File: config.mk
export PLATFORM = sky130hd
export DESIGN_NAME = bsad_accum
export DESIGN_NICKNAME = d
export VERILOG_FILES = /design/src/rtl/bsad_pkg.sv /design/src/rtl/bsad_lane_diff.sv /design/src/rtl/bsad_reduce.sv /design/src/rtl/bsad_hold_reg.sv /design/src/rtl/bsad_accum.sv
export SDC_FILE = /design/constraint.sdc
export NUM_CORES = 1
export LEC_CHECK = 0
export BUFFER_PORTS_ARGS = -buffer_cell sky130_fd_sc_hd__buf_2
export CORE_MARGIN = 2
export CORE_UTILIZATION = 50
export CTS_CLUSTER_DIAMETER = 50
export DETAILED_ROUTE_END_ITERATION = 10
export GPL_TIMING_DRIVEN = 0
export MAX_ROUTING_LAYER = met4
export PLACE_DENSITY = 0.69
export SLEW_MARGIN = 15
export SYNTH_ARGS = -nofsm -noshare
export SYNTH_HDL_FRONTEND = slang
export SYNTH_SLANG_ARGS = --single-unit
File: constraint.sdc
create_clock -name clk -period 6.4 [get_ports clk]
set_input_delay 0.64 -clock clk [delete_from_list [all_inputs] [get_ports clk]]
set_output_delay 0.64 -clock clk [all_outputs]
set_load 0.01 [all_outputs]
File: src/rtl/bsad_pkg.sv
`timescale 1ns/1ps
package bsad_pkg;

    localparam int LANE_W = 8;
    localparam int LANES  = 4;
    localparam int WORD_W = LANE_W * LANES;
    localparam int SUM_W  = LANE_W + $clog2(LANES);

    typedef logic [LANE_W-1:0]             lane_t;
    typedef logic [LANES-1:0][LANE_W-1:0]  lanes_t;
    typedef logic [WORD_W-1:0]             word_t;
    typedef logic [SUM_W-1:0]              sum_t;

    // Contents of the first pipeline register.
    typedef struct packed {
        lanes_t diffs;
        word_t  addend;
        logic   acc_en;
    } diff_stage_t;

    // Unsigned magnitude of the difference between two bytes.
    function automatic lane_t lane_absdiff(input lane_t x, input lane_t y);
        lane_t r;
        if (x >= y) r = x - y;
        else        r = y - x;
        return r;
    endfunction

    function automatic sum_t lane_widen(input lane_t x);
        return sum_t'(x);
    endfunction

endpackage

File: src/rtl/bsad_lane_diff.sv
`timescale 1ns/1ps
module bsad_lane_diff
    import bsad_pkg::*;
(
    input  word_t  op_a,
    input  word_t  op_b,
    output lanes_t diffs
);

    for (genvar g = 0; g < LANES; g++) begin : g_lane
        assign diffs[g] = lane_absdiff(op_a[g*LANE_W +: LANE_W],
                                       op_b[g*LANE_W +: LANE_W]);
    end

endmodule

File: src/rtl/bsad_reduce.sv
`timescale 1ns/1ps
module bsad_reduce
    import bsad_pkg::*;
(
    input  lanes_t diffs,
    input  word_t  addend,
    input  logic   acc_en,
    output word_t  result
);

    sum_t total;

    always_comb begin
        total = '0;
        for (int i = 0; i < LANES; i++) begin
            total = total + lane_widen(diffs[i]);
        end
    end

    // Modulo 2^WORD_W addition; the carry out is dropped on purpose.
    always_comb begin
        if (acc_en) result = addend + word_t'(total);
        else        result = word_t'(total);
    end

endmodule

File: src/rtl/bsad_hold_reg.sv
`timescale 1ns/1ps
module bsad_hold_reg #(
    parameter type T = logic
) (
    input  logic clk,
    input  logic rst,
    input  logic in_valid,
    output logic in_ready,
    input  T     in_data,
    output logic out_valid,
    input  logic out_ready,
    output T     out_data
);

    logic v_q;
    T     d_q;

    assign in_ready  = !v_q || out_ready;
    assign out_valid = v_q;
    assign out_data  = d_q;

    always_ff @(posedge clk) begin
        if (rst) begin
            v_q <= 1'b0;
            d_q <= '0;
        end else if (in_ready) begin
            v_q <= in_valid;
            if (in_valid) d_q <= in_data;
        end
    end


    stall_hold_chk: assert property (@(posedge clk) disable iff (rst)
        (out_valid && !out_ready) |=> (out_valid && $stable(out_data)));

endmodule

File: src/rtl/bsad_accum.sv
`timescale 1ns/1ps
module bsad_accum
    import bsad_pkg::*;
#(
    parameter int PIPE_DEPTH = 2
) (
    input  logic              clk,
    input  logic              rst,
    input  logic              in_valid,
    output logic              in_ready,
    input  logic [WORD_W-1:0] in_a,
    input  logic [WORD_W-1:0] in_b,
    input  logic [WORD_W-1:0] in_addend,
    input  logic              in_acc_en,
    output logic              out_valid,
    input  logic              out_ready,
    output logic [WORD_W-1:0] out_result
);

    lanes_t lane_d;

    bsad_lane_diff u_diff (
        .op_a  (in_a),
        .op_b  (in_b),
        .diffs (lane_d)
    );

    if (PIPE_DEPTH == 2) begin : g_two_stage
        diff_stage_t s1_in;
        diff_stage_t s1_q;
        logic        s1_valid;
        logic        s2_ready;
        word_t       red;

        assign s1_in = '{diffs: lane_d, addend: in_addend, acc_en: in_acc_en};

        bsad_hold_reg #(.T(diff_stage_t)) u_s1 (
            .clk       (clk),
            .rst       (rst),
            .in_valid  (in_valid),
            .in_ready  (in_ready),
            .in_data   (s1_in),
            .out_valid (s1_valid),
            .out_ready (s2_ready),
            .out_data  (s1_q)
        );

        bsad_reduce u_red (
            .diffs  (s1_q.diffs),
            .addend (s1_q.addend),
            .acc_en (s1_q.acc_en),
            .result (red)
        );

        bsad_hold_reg #(.T(word_t)) u_s2 (
            .clk       (clk),
            .rst       (rst),
            .in_valid  (s1_valid),
            .in_ready  (s2_ready),
            .in_data   (red),
            .out_valid (out_valid),
            .out_ready (out_ready),
            .out_data  (out_result)
        );


        advance_chk: assert property (@(posedge clk) disable iff (rst)
            (s1_valid && s2_ready) |=> out_valid);


        full_block_chk: assert property (@(posedge clk) disable iff (rst)
            (s1_valid && out_valid && !out_ready) |-> !in_ready);
    end else begin : g_one_stage
        word_t red;

        bsad_reduce u_red (
            .diffs  (lane_d),
            .addend (in_addend),
            .acc_en (in_acc_en),
            .result (red)
        );

        bsad_hold_reg #(.T(word_t)) u_s1 (
            .clk       (clk),
            .rst       (rst),
            .in_valid  (in_valid),
            .in_ready  (in_ready),
            .in_data   (red),
            .out_valid (out_valid),
            .out_ready (out_ready),
            .out_data  (out_result)
        );


        advance_chk: assert property (@(posedge clk) disable iff (rst)
            (in_valid && in_ready) |=> out_valid);
    end


    reset_idle_chk: assert property (@(posedge clk) disable iff (rst)
        $past(rst) |-> (!out_valid && in_ready));

endmodule

**Yosys cells after proc, flatten, opt, wreduce, memory -nomap -nowiden**

Index checks and enable logic that the tools add are counted.

- Flip-flop bits (word level): 99
- Output and inout port bits: 34
- Word-level logic and storage cells: 36

- Add/subtract/negate cells: 12
- Magnitude comparators: 4
- Muxes and demuxes: 5
- Reduce and logical (&&, ||, !) cells: 6

Operators with widths:

| kind | count |
|---|---|
| $sub A8 B8 Y8 | 8 |
| $add A32 B10 Y32 | 1 |
| $ge A8 B8 Y1 | 4 |
| $mux W32 | 1 |
| $mux W8 | 4 |
| $add A10 B8 Y10 | 2 |
| $add A8 B8 Y9 | 1 |
| $reduce_and A2 Y1 | 2 |
| $logic_not A1 Y1 | 2 |
| $logic_or A1 B1 Y1 | 2 |

**Depth between registers and ports, before layout**

Gate-level depths: netlist of run 1.

- Word-level depth: 5
- Depth in mapped cells: 25

**By module**

Synthesis of run 1 repeated with hierarchy kept, for this count alone.

- Cells, all modules: 1033
- Area, all modules: 8884.8 um2

Modules (own cells, without submodules):

| module | instances | cells an instance | area each (um2) |
|---|---|---|---|
| bsad_hold_reg at g_two_stage.u_s1 | 1 | 301 | 2886.5 |
| bsad_lane_diff | 1 | 331 | 2608.8 |
| bsad_reduce | 1 | 251 | 1945.6 |
| bsad_hold_reg at g_two_stage.u_s2 | 1 | 150 | 1443.9 |

**Worst setup path before layout of run 1**

OpenSTA, ideal clock, no wires.

- Path type: register -> register
- Start point: register g_two_stage.u_s1.d_q, in the netlist g_two_stage.u_s1.out_data[33]
- End point: register g_two_stage.u_s2.d_q, in the netlist g_two_stage.u_s2.out_data[23]
- Setup time: 62 ps
- Arrival: 4359 ps
- Required time: 6338 ps
- Slack: 1980 ps
- Stages on the path, launching flop included: 23
- Buffers on the path: 0
- Period minus slack after synthesis: 4420 ps
- Cell sequence: dfxtp_1 ha_1 inv_1 fa_1 nor2b_1 o21ai_0 a21boi_0 o21a_1 nor2_1 xor2_1 fa_1 inv_1 ha_1 o21ai_0 a22o_1 xor2_1 inv_1 ha_1 nand4_1 o2111ai_2 o211ai_2 or3_1 nand3_1

- Longest elaborated chain between the ends: 5

Ends and longest elaborated chain:

| item | line | source |
|---|---|---|
| start, declared | bsad_hold_reg.sv:16 | `T d_q;` |
| start signal, assigned | bsad_hold_reg.sv:28 | `if (in_valid) d_q <= in_data;` |
| $add A8 B8 Y9 | bsad_reduce.sv:16 | `total = total + lane_widen(diffs[i]);` |
| $add A10 B8 Y10 (2 in series) | bsad_reduce.sv:16 |  |
| $add A32 B10 Y32 | bsad_reduce.sv:22 | `if (acc_en) result = addend + word_t'(total);` |
| $mux W32 | bsad_reduce.sv:22 |  |
| end signal, assigned | bsad_hold_reg.sv:28 |  |
| end, declared | bsad_hold_reg.sv:16 |  |

No other way between the ends.
A chain may end at the register's enable or synchronous reset.

**Final worst setup path of run 1**

- Start point: register g_two_stage.u_s1.d_q, in the netlist g_two_stage.u_s1.out_data[33]
- End point: register g_two_stage.u_s2.d_q, in the netlist g_two_stage.u_s2.out_data[28]

Same word-level chain as after synthesis.

==> results.yml, run 1 <==
pwr:
  comb_power_share_pct: 42.4
  p_clk_share_pct: 27.5
  power.density_mw_per_mm2: 241
  irDropWorstVdd_mv: 0.144
  switchingPower_mw: 0.856
  power.share.switching_pct: 37.2
  power_frac_seq_pct: 30.1
  p_int_mw: 1.44
  total_power_mw: 2.30
  leakage_nw: 4.52
sta:
  worstMarginPinSlew_ns: 0.608
  hold_viol: 0
  relSlewSlack_pct: 59.4
  clock_skew_ns: 0.0111
  slew_violations: 0
  period_share_pct: 79.9
  setup-violations-final: 0
  tns_ns: 0
  max_freq_ghz: 0.196
  min_period_ns: 5.11
  grt_setup_unrepaired: "no"
critical_path:
  worst-setup-path-type: "flip-flop to flip-flop"
  r2r-start: "g_two_stage.u_s1.out_data[33]"
  crit_chain: "ha_1 > inv_1 > fa_1 > nor2b_1 > o21ai_0 > a21boi_0 > o21a_1 > nor2_1 > xor2_1 > fa_1 > inv_1 > ha_1 > o41ai_1 > xnor2_1 > ha_1 > a211oi_1 > nand2_1 > a211oi_1 > buf_2 > nor4_1 > xnor2_1 > o21ai_0"
  worstSetupStartpoint: "g_two_stage.u_s1.out_data[33]"
  arrival_ns: 5.34
  r2r-end: "g_two_stage.u_s2.out_data[28]"
  crit_end: "g_two_stage.u_s2.out_data[28]"
  critPathRequiredTime_ns: 6.63
  cpPeakStageDelay_ns: 0.48
  end_kind: "flip-flop"
  r2r_cells: 22
  cp-start-kind: "flip-flop"
  path_max_fanout: 10
  crit_path_frequent_cell: "ha_1"
  r2r_slack_ns: 1.29
  slowest_stage: "fa_1"
logic_synthesis:
  synth_edf_count: 0
  ys_dominant_reg_cell: "dfxtp_1"
  synth_warnings: 0
  mappedNetlistNets: 1259
  synth-seq-area-share_pct: 24.0
  ys_async_sr_fraction_pct: 0
  syn_area_per_cell_um2: 7.83
  ys_ff_latch: 99
  synthCells: 1053
  synth.distinct_cells: 71
  synth_area_mm2: 0.00825
floorplan:
  core.rowCount: 46
  die_h_um: 132
  initial_core_util_pct: 51.5
  core-area_mm2: 0.0160
  dieArea_mm2: 0.0175
  die_x_um: 132
  boundaryPins: 135
global_route:
  grt_max_degree: 18
  overflow: 0
  grt_pass1_wl_um: 35100
  grt_pass1_vias: 7229
  grt_usage_pct: 25.0
  grt_antenna_before_repair: 0
cts:
  htreeDepth: 3
  post_cts_resized: 0
  clock_sink_count: 99
  cts_tree: "built"
  insertion_delay_ns: 0.36
  post_cts.repair.setup_buffers: 0
  cts_buffer_depth: 2
  cts_buffers: 9
  path_clk_slew_ns: 0.07
  root_buffer: "clkbuf_16"
  postCtsHoldBufs: 0
detailed_routing:
  drc_errors: 0
  drt_iter0_drc: 425
  drt_wl_total_um: 21200
  vias: 7683
  firstDrtPassIters: 5
  antenna_left: 0
  wl_per_cell_um: 15.0
  viasPerCell: 5.41
cells_and_area:
  area_growth_pct: 15.6
  num_antenna_cells: 0
  nets: 1404
  seq_area_mm2: 0.00198
  multiInputGateArea_mm2: 0.00552
  drive_gt1_share_pct: 16.0
  final.fill_count: 1555
placement:
  gp_congestion: 0.928
  hpwl_um: 17000
  port_buffers: 134
outcome:
  status: "complete, no violations"
hold_path:
  hp-class: "flip-flop to flip-flop"
flow_run:
  max_cap_viol_count: 0
cell usage in the layout, fill, tap and decap left out, types with 15 or more instances in the layout:
cell / instances
buf_2: 141
xnor2_1: 23
inv_1: 122
nor2_1: 46
nand4_1: 15
o21ai_0: 71
ha_1: 86
a211oi_1: 22
mux2i_1: 29
dfxtp_1: 99
nand3_1: 23
clkbuf_1: 27
xor2_1: 17
fa_1: 19
a21oi_1: 95
nand2_1: 140
nor3_1: 20
power groups by stage:
| stage | clock network [mW] | logic [mW] | registers, mW |
|---|---|---|---|
| finish | 0.632 | 0.975 | 0.693 |
| CTS | 0.638 | 0.966 | 0.692 |
| global placement | 0 | 0.947 | 0.706 |
| floorplan | 0 | 0.714 | 0.701 |
| detailed placement | 0 | 0.957 | 0.706 |
| global route | 0.662 | 1.09 | 0.698 |
per-layer routing:
layer / vias to the layer above / part of all wire, % / global-route usage (%) / wire [um]
met3: 25 / 4.4 / 2.57 / 944
met5: - / 0 / - / 0
li1: 3927 / - / - / -
met2: 183 / 46 / 41.8 / 9790
met1: 3548 / 48 / 32.4 / 10100
met4: 0 / 1.8 / 6.69 / 373
worst min path at each step:
stage,cells past startpoint,end,slack [ns],from
after floorplan,2,g_two_stage.u_s1.out_data[50],0.43,g_two_stage.u_s1.out_data[50]
after global placement,2,g_two_stage.u_s2.out_data[18],0.44,g_two_stage.u_s2.out_data[18]
after detailed placement,2,g_two_stage.u_s2.out_data[18],0.44,g_two_stage.u_s2.out_data[18]
after CTS,2,g_two_stage.u_s2.out_data[0],0.45,g_two_stage.u_s2.out_data[0]
after global routing,2,g_two_stage.u_s2.out_data[0],0.48,g_two_stage.u_s2.out_data[0]
final,2,g_two_stage.u_s2.out_data[18],0.45,g_two_stage.u_s2.out_data[18]
cells by family (layout without fill, tap and decap cells):
kind of cell               Yosys count  count (layout)  share of synthesized area (%)
muxes                               33              33                           4.11
DFF                                 99              99                           24.0
adders and majority gates          105             105                           17.7
and+or+nand+nor                    329             329                           19.9
xor gates and xnor gates            40              40                           4.25
buffers and inverters              171             321                           9.01
AOI/OAI and AO/OA                  276             276                           21.0
worst max-delay path, delay by kind of cell (launching register included):
| kind | cells | cell delay (ns) |
|---|---|---|
| AND/OR/NAND/NOR | 4 | 0.35 |
| adder cells (fa/ha/maj) | 5 | 1.68 |
| XOR/XNOR | 3 | 0.62 |
| flip-flops | 1 | 0.37 |
| buffers and inverters | 3 | 0.40 |
| AO/OA/AOI/OAI | 7 | 1.56 |
flip-flops by register name (all words and copies together) (netlist names):
register                    flops
g_two_stage.u_s1.out_data      65
g_two_stage.u_s2.out_data      32
g_two_stage.u_s1.out_valid      1
g_two_stage.u_s2.out_valid      1
per-stage QoR:
stage	std cells	instance area [um^2]	hold WS (ns)	setup WS (ns)	util, %
after global placement	1403	9190	0.436	1.34	57.4
after CTS	1419	9530	0.452	1.31	59.6
after global routing	1419	9530	0.480	0.840	59.6
after detailed placement	1403	9190	0.443	1.32	57.4
final	1419	9530	0.450	1.29	59.6
after floorplan	1053	8250	0.432	1.98	-
layout make-up:
type / count / area share [%]
tap: 216 / 2.83
clock inverter: 7 / 1.27
multi-input combinational: 783 / 57.9
inverter: 122 / 4.80
clock buffer: 9 / 2.36
sequential: 99 / 20.8
timing repair buffer: 134 / 7.03
buffer: 49 / 2.99
cell usage after synthesis, types with 9 or more instances:
cell / instances / area share [%]
a211oi_1: 22 / 2.0
dfxtp_1: 99 / 24
nor2b_1: 13 / 0.99
a21o_1: 9 / 0.82
o21a_1: 13 / 1.2
o21ai_0: 71 / 4.3
ha_1: 86 / 13
nand4_1: 15 / 1.1
clkbuf_1: 27 / 1.2
o211ai_1: 10 / 0.91
inv_1: 122 / 5.6
a21oi_1: 95 / 5.8
nor2_1: 46 / 2.1
xor2_1: 17 / 1.8
nor3_1: 20 / 1.2
xnor2_1: 23 / 2.4
mux2i_1: 29 / 3.5
nand3_1: 23 / 1.4
nand2_1: 140 / 6.4
fa_1: 19 / 4.6
nand2b_1: 9 / 0.68
Note: power is estimated with default switching activity, not from simulation.
==> run 2, diff against run 1 <==
- PLACE_DENSITY: 0.69 -> 0.72
- clock period: 6.4 -> 4.1 ns (I/O delays scaled with it)
==> run 2 against run 1 <==
  * The flow now finishes with violations (negative setup slack)
  * First-iteration DRC count is 42% higher
  * Routed wire length is 6.8% higher
  * Maximum frequency is 13% higher
  * Die area stayed put
  * Register-to-register slack worse by 1.7 ns
  * Global-route usage is 1.4 points higher
  * Combinational power is 120% higher
  * Total power is 79% higher
  * Clock power is 31% higher
  * Critical path type unchanged
  * Largest cell class unchanged
==> results.yml, run 2 (synthesis gave the netlist of run 1 again) <==
outcome:
  status: "finished, violations left"
  failed_checks: "negative setup slack"
cts:
  cts_tree: "built"
  insertion_delay_ns: 0.36
  cts_buffers: 9
  root_buffer: "clkbuf_16"
  cts_buffer_depth: 2
  path_clk_slew_ns: 0.07
  clock_sink_count: 99
  htreeDepth: 3
pwr:
  irDropWorstVdd_mv: 0.277
  leakage_nw: 4.75
  power.density_mw_per_mm2: 403
critical_path:
  arrival_ns: 4.75
  path_max_fanout: 6
  end_kind: "flip-flop"
  cp-start-kind: "flip-flop"
  worstSetupStartpoint: "g_two_stage.u_s1.out_data[41]"
  worst-setup-path-type: "flip-flop to flip-flop"
  critPathRequiredTime_ns: 4.33
  r2r-start: "g_two_stage.u_s1.out_data[41]"
floorplan:
  initial_core_util_pct: 51.5
  boundaryPins: 135
  core-area_mm2: 0.0160
  core.rowCount: 46
  die_h_um: 132
  die_x_um: 132
  dieArea_mm2: 0.0175
global_route:
  gr-usage-met3_pct: 3.79
  use_met2_pct: 43.3
  grt_use_met1_pct: 33.7
  top_usage_layer: "met2"
  overflow: 0
  grt_usage_pct: 26.4
  grt_pass1_vias: 7635
  grt_antenna_before_repair: 1
  grt_pass1_wl_um: 37000
  grt_max_degree: 19
placement:
  gp_congestion: 0.919
  hpwl_um: 17500
  port_buffers: 134
sta:
  relSlewSlack_pct: 56.6
  clock_skew_ns: 0.0100
  setup-violations-final: 24
  hold_viol: 0
  min_period_ns: 4.51
  whs_ns: 0.291
  worstMarginPinSlew_ns: 0.651
  slew_violations: 0
  grt_setup_unrepaired: "yes"
  worst_slack_ns: -0.414
  max_freq_ghz: 0.222
  tns_ns: -8.20
  period_share_pct: 110
flow_run:
  max_cap_viol_count: 0
hold_path:
  hp-class: "input port to flip-flop"
  hold_path.startpoint: "in_addend[4]"
detailed_routing:
  antenna_left: 0
  drc_errors: 0
  firstDrtPassIters: 5
  wl_per_cell_um: 15.7
  drt_wl_total_um: 22700
  drt_iter0_drc: 602
  viasPerCell: 5.49
  vias: 7916
cells_and_area:
  final.fill_count: 1464
  nets: 1427
  mostFrequentLayoutCell: "buf_2"
  largest_reg_flops: 65
  drive_gt1_share_pct: 22.6
  area_growth_pct: 23.5
  multiInputGateArea_mm2: 0.00597
  seq_area_mm2: 0.00199
  final_cell_mix: "buf_2 (139), nand2_1 (138), inv_1 (117), dfxtp_1 (96), a21oi_1 (91)"
==> run 2: cell type report <==
| type | count | area share (%) |
|---|---|---|
| clock inverter | 7 | 0.614 |
| tap | 216 | 2.65 |
| sequential | 99 | 19.5 |
| clock buffer | 9 | 2.21 |
| timing repair buffer | 158 | 8.85 |
| inverter | 122 | 4.50 |
| buffer | 48 | 3.03 |
| antenna | 1 | 0.0246 |
| multi-input combinational | 783 | 58.6 |
==> run 2: layer usage <==
metal / vias up / share of wire (%)
met5: - / 0
li1: 3971 / -
met1: 3666 / 45
met2: 243 / 47
met3: 36 / 5.3
met4: 0 / 2.4
==> run 2: stage by stage <==
step | cell area, um^2 | util [%] | power [mW] | setup WS (ns) | instances
6_report | 10200 | 63.6 | 4.11 | -0.414 | 1443
5_1_grt | 10200 | 63.6 | 4.34 | -0.620 | 1443
4_1_cts | 10000 | 62.6 | 3.93 | -0.444 | 1436
3_5_place_dp | 9380 | 58.6 | 2.72 | -0.747 | 1403
3_3_place_gp | 9380 | 58.6 | 2.70 | -0.679 | 1403
2_1_floorplan | 8430 | - | 2.32 | -0.198 | 1053
==> run 2: path summary, 6_finish.rpt <==
kind / slack (ns) / depth (start not counted) / endpoint
worst min register to register: 0.45 / 2 / g_two_stage.u_s2.out_data[16]
worst max register to register: -0.41 / 22 / g_two_stage.u_s2.out_data[26]
worst min-delay path: 0.29 / 3 / g_two_stage.u_s1.out_data[5]
worst max-delay path: -0.41 / 22 / g_two_stage.u_s2.out_data[26]
==> run 2: repair_timing <==
action	CTS	global route
resized for setup	53	25
cloned	1	0
setup buffers	18	6
endpoints found under the hold margin	0	0
endpoints found under the setup margin	25	26
pin swaps	45	20
hold buffers	0	0
==> run 2: power by group <==
group          switching, mW  leakage (nW)  internal (mW)
Clock                  0.406         0.138          0.422
Sequential            0.0543         0.814           1.03
Combinational           1.17          3.79           1.02
Total                   1.63          4.75           2.47
==> run 2: worst max-delay path, cell delays in order, from the launching register on <==
cell      delay [ns]
dfxtp_2         0.37
ha_4            0.14
inv_2           0.04
fa_2            0.35
nor2b_1         0.13
o21ai_1         0.10
a21boi_1        0.13
o21a_1          0.15
nor2_2          0.05
xor2_1          0.15
fa_1            0.50
inv_2           0.05
ha_4            0.18
o41ai_4         0.40
xnor2_2         0.17
ha_4            0.32
buf_6           0.09
o21a_1          0.10
o211ai_1        0.12
a21bo_2         0.28
nor4_2          0.30
xnor2_1         0.18
o21ai_1         0.10
==> run 3, diff against run 2 <==
- BUFFER_PORTS_ARGS: -buffer_cell sky130_fd_sc_hd__buf_2 -> default
- DONT_BUFFER_PORTS: default -> 1
- PLACE_DENSITY: 0.72 -> 0.65
==> run 3 against run 2 <==
  * Clock power grew 6.4%
  * Global-route usage fell by 1.6 points
  * Sequential power barely moved
  * Count of clock-buffer cells in the layout unchanged
  * Flip-flop and latch count unchanged
  * Die area did not move
  * The run still ends with negative setup slack left
  * Critical endpoint unchanged
  * Worst hold slack got worse by 0.11 ns
  * Critical path type unchanged
  * Setup slack got worse by 0.0039 ns
  * Highest routed layer unchanged
  * Largest power group unchanged
==> results.yml, run 3 (synthesis gave the netlist of run 1 again) <==
floorplan:
  die_h_um: 132
  die_x_um: 132
  core.rowCount: 46
  initial_core_util_pct: 51.5
  core-area_mm2: 0.0160
  dieArea_mm2: 0.0175
  boundaryPins: 135
sta:
  worstMarginPinSlew_ns: 0.628
  slew_violations: 0
  max_freq_ghz: 0.221
  clock_skew_ns: 0.00713
  grt_setup_unrepaired: "yes"
  hold_viol: 0
  relSlewSlack_pct: 58.1
  min_period_ns: 4.52
  worst_slack_ns: -0.418
  setup-violations-final: 23
  period_share_pct: 110
critical_path:
  crit_end: "g_two_stage.u_s2.out_data[26]"
  cp-start-kind: "flip-flop"
  r2r_slack_ns: -0.42
  worst-setup-path-type: "flip-flop to flip-flop"
  r2r_cells: 23
  worstSetupStartpoint: "g_two_stage.u_s1.out_data[34]"
  arrival_ns: 4.75
  critPathRequiredTime_ns: 4.33
  crit_path_frequent_cell: "nand2_1"
  crit_chain: "ha_1 > a21o_1 > a21oi_2 > nand2b_1 > a21boi_2 > o41a_1 > xnor2_1 > fa_1 > inv_2 > ha_4 > o21ai_2 > nand2_1 > o21ai_0 > a31oi_2 > ha_4 > buf_6 > nand2_1 > nand2_1 > a211oi_4 > buf_6 > nor4_2 > xnor2_1 > o21ai_1"
  r2r-end: "g_two_stage.u_s2.out_data[26]"
  cpPeakStageDelay_ns: 0.50
  slowest_stage: "fa_1"
  end_kind: "flip-flop"
  r2r-start: "g_two_stage.u_s1.out_data[34]"
  path_max_fanout: 10
detailed_routing:
  viasPerCell: 5.61
  firstDrtPassIters: 5
  drc_errors: 0
  drt_wl_total_um: 21400
  drt_iter0_drc: 313
  vias: 7329
  antenna_left: 0
  wl_per_cell_um: 16.4
cts:
  cts_tree: "built"
  htreeDepth: 3
  root_buffer: "clkbuf_16"
  postCtsHoldBufs: 0
  clock_sink_count: 99
  cts_buffers: 9
  insertion_delay_ns: 0.36
  path_clk_slew_ns: 0.07
  cts_buffer_depth: 2
outcome:
  failed_checks: "negative setup slack"
  status: "finished, violations left"
global_route:
  grt_usage_pct: 24.9
  grt_antenna_before_repair: 0
  overflow: 0
  grt_pass1_vias: 6942
  grt_max_degree: 18
  grt_pass1_wl_um: 34600
pwr:
  irDropWorstVdd_mv: 0.220
  power.density_mw_per_mm2: 421
  total_power_mw: 4.03
  leakage_nw: 4.17
cells_and_area:
  mostFrequentLayoutCell: "nand2_1"
  multiInputGateArea_mm2: 0.00603
  final.fill_count: 1516
  drive_gt1_share_pct: 13.7
  largest_reg_flops: 65
  nets: 1292
  final_cell_mix: "nand2_1 (140), inv_1 (116), dfxtp_1 (96), a21oi_1 (91), ha_1 (73)"
  area_growth_pct: 16.0
  seq_area_mm2: 0.00199
  num_antenna_cells: 0
  fin_cells: 1307
hold_path:
  hp-class: "input port to flip-flop"
placement:
  hpwl_um: 16500
  port_buffers: 0
  placed_cells: 1269
  gp_congestion: 0.909
flow_run:
  max_cap_viol_count: 0
## run 3: what timing repair did
action                                 in CTS  in global routing
endpoints found under the hold margin       0                  0
pin swaps                                  32                 28
gates cloned                                1                  0
setup buffers                              14                  8
setup endpoints to repair                  24                 26
gates resized for setup                    40                 47
## run 3: worst max-delay path, delay by kind of cell, from the launching register on
kind            cells  cell delay, ns
compound gates      9            1.56
xor+xnor            2            0.37
fa+ha+maj           4            1.31
buf+inv             3            0.39
flops               1            0.33
simple gates        5            0.41
## run 3: worst min path at each step
stage	startpoint	end	slack (ns)	cells after the start
after floorplan	g_two_stage.u_s1.out_data[50]	g_two_stage.u_s1.out_data[50]	0.43	2
after detailed placement	g_two_stage.u_s1.out_data[58]	g_two_stage.u_s1.out_data[58]	0.45	2
after global routing	in_addend[12]	g_two_stage.u_s1.out_data[13]	0.19	2
final	in_addend[7]	g_two_stage.u_s1.out_data[8]	0.18	2
after CTS	in_valid	g_two_stage.u_s1.out_valid	0.17	2
after global placement	g_two_stage.u_s1.out_data[58]	g_two_stage.u_s1.out_data[58]	0.44	2
## run 3: area by class of cell
class	instances	area share, %
Timing Repair Buffer	23	2.08
Inverter	122	4.81
Multi-Input combinational cell	783	63.1
Tap cell	216	2.83
Buffer	48	3.24
Clock inverter	7	0.798
Sequential cell	99	20.8
Clock buffer	9	2.36
## run 3: power breakdown
part | internal (mW) | total [mW] | switching (mW)
Combinational | 0.947 | 2.05 | 1.10
Clock | 0.479 | 0.881 | 0.402
Sequential | 1.03 | 1.09 | 0.0629
## run 3: stage by stage
stage	setup slack, ns	utilization [%]	TNS (ns)	hold WS, ns	instance area, um^2
6_report	-0.418	59.8	-8.01	0.182	9560
5_1_grt	-0.633	59.8	-13.83	0.188	9560
4_1_cts	-0.404	58.0	-7.32	0.173	9280
3_5_place_dp	-0.631	54.4	-10.84	0.448	8700
3_3_place_gp	-0.632	54.4	-10.52	0.442	8700
2_1_floorplan	-0.198	-	-1.01	0.432	8430
## run 3: metal layers
| metal | vias to the layer above | share of wire [%] | track usage, % |
|---|---|---|---|
| met2 | 168 | 48 | 40.5 |
| met3 | 28 | 5.0 | 3.03 |
| met1 | 3430 | 46 | 32.7 |
| met4 | 0 | 1.6 | 6.63 |
| li1 | 3703 | - | - |
| met5 | - | 0 | - |
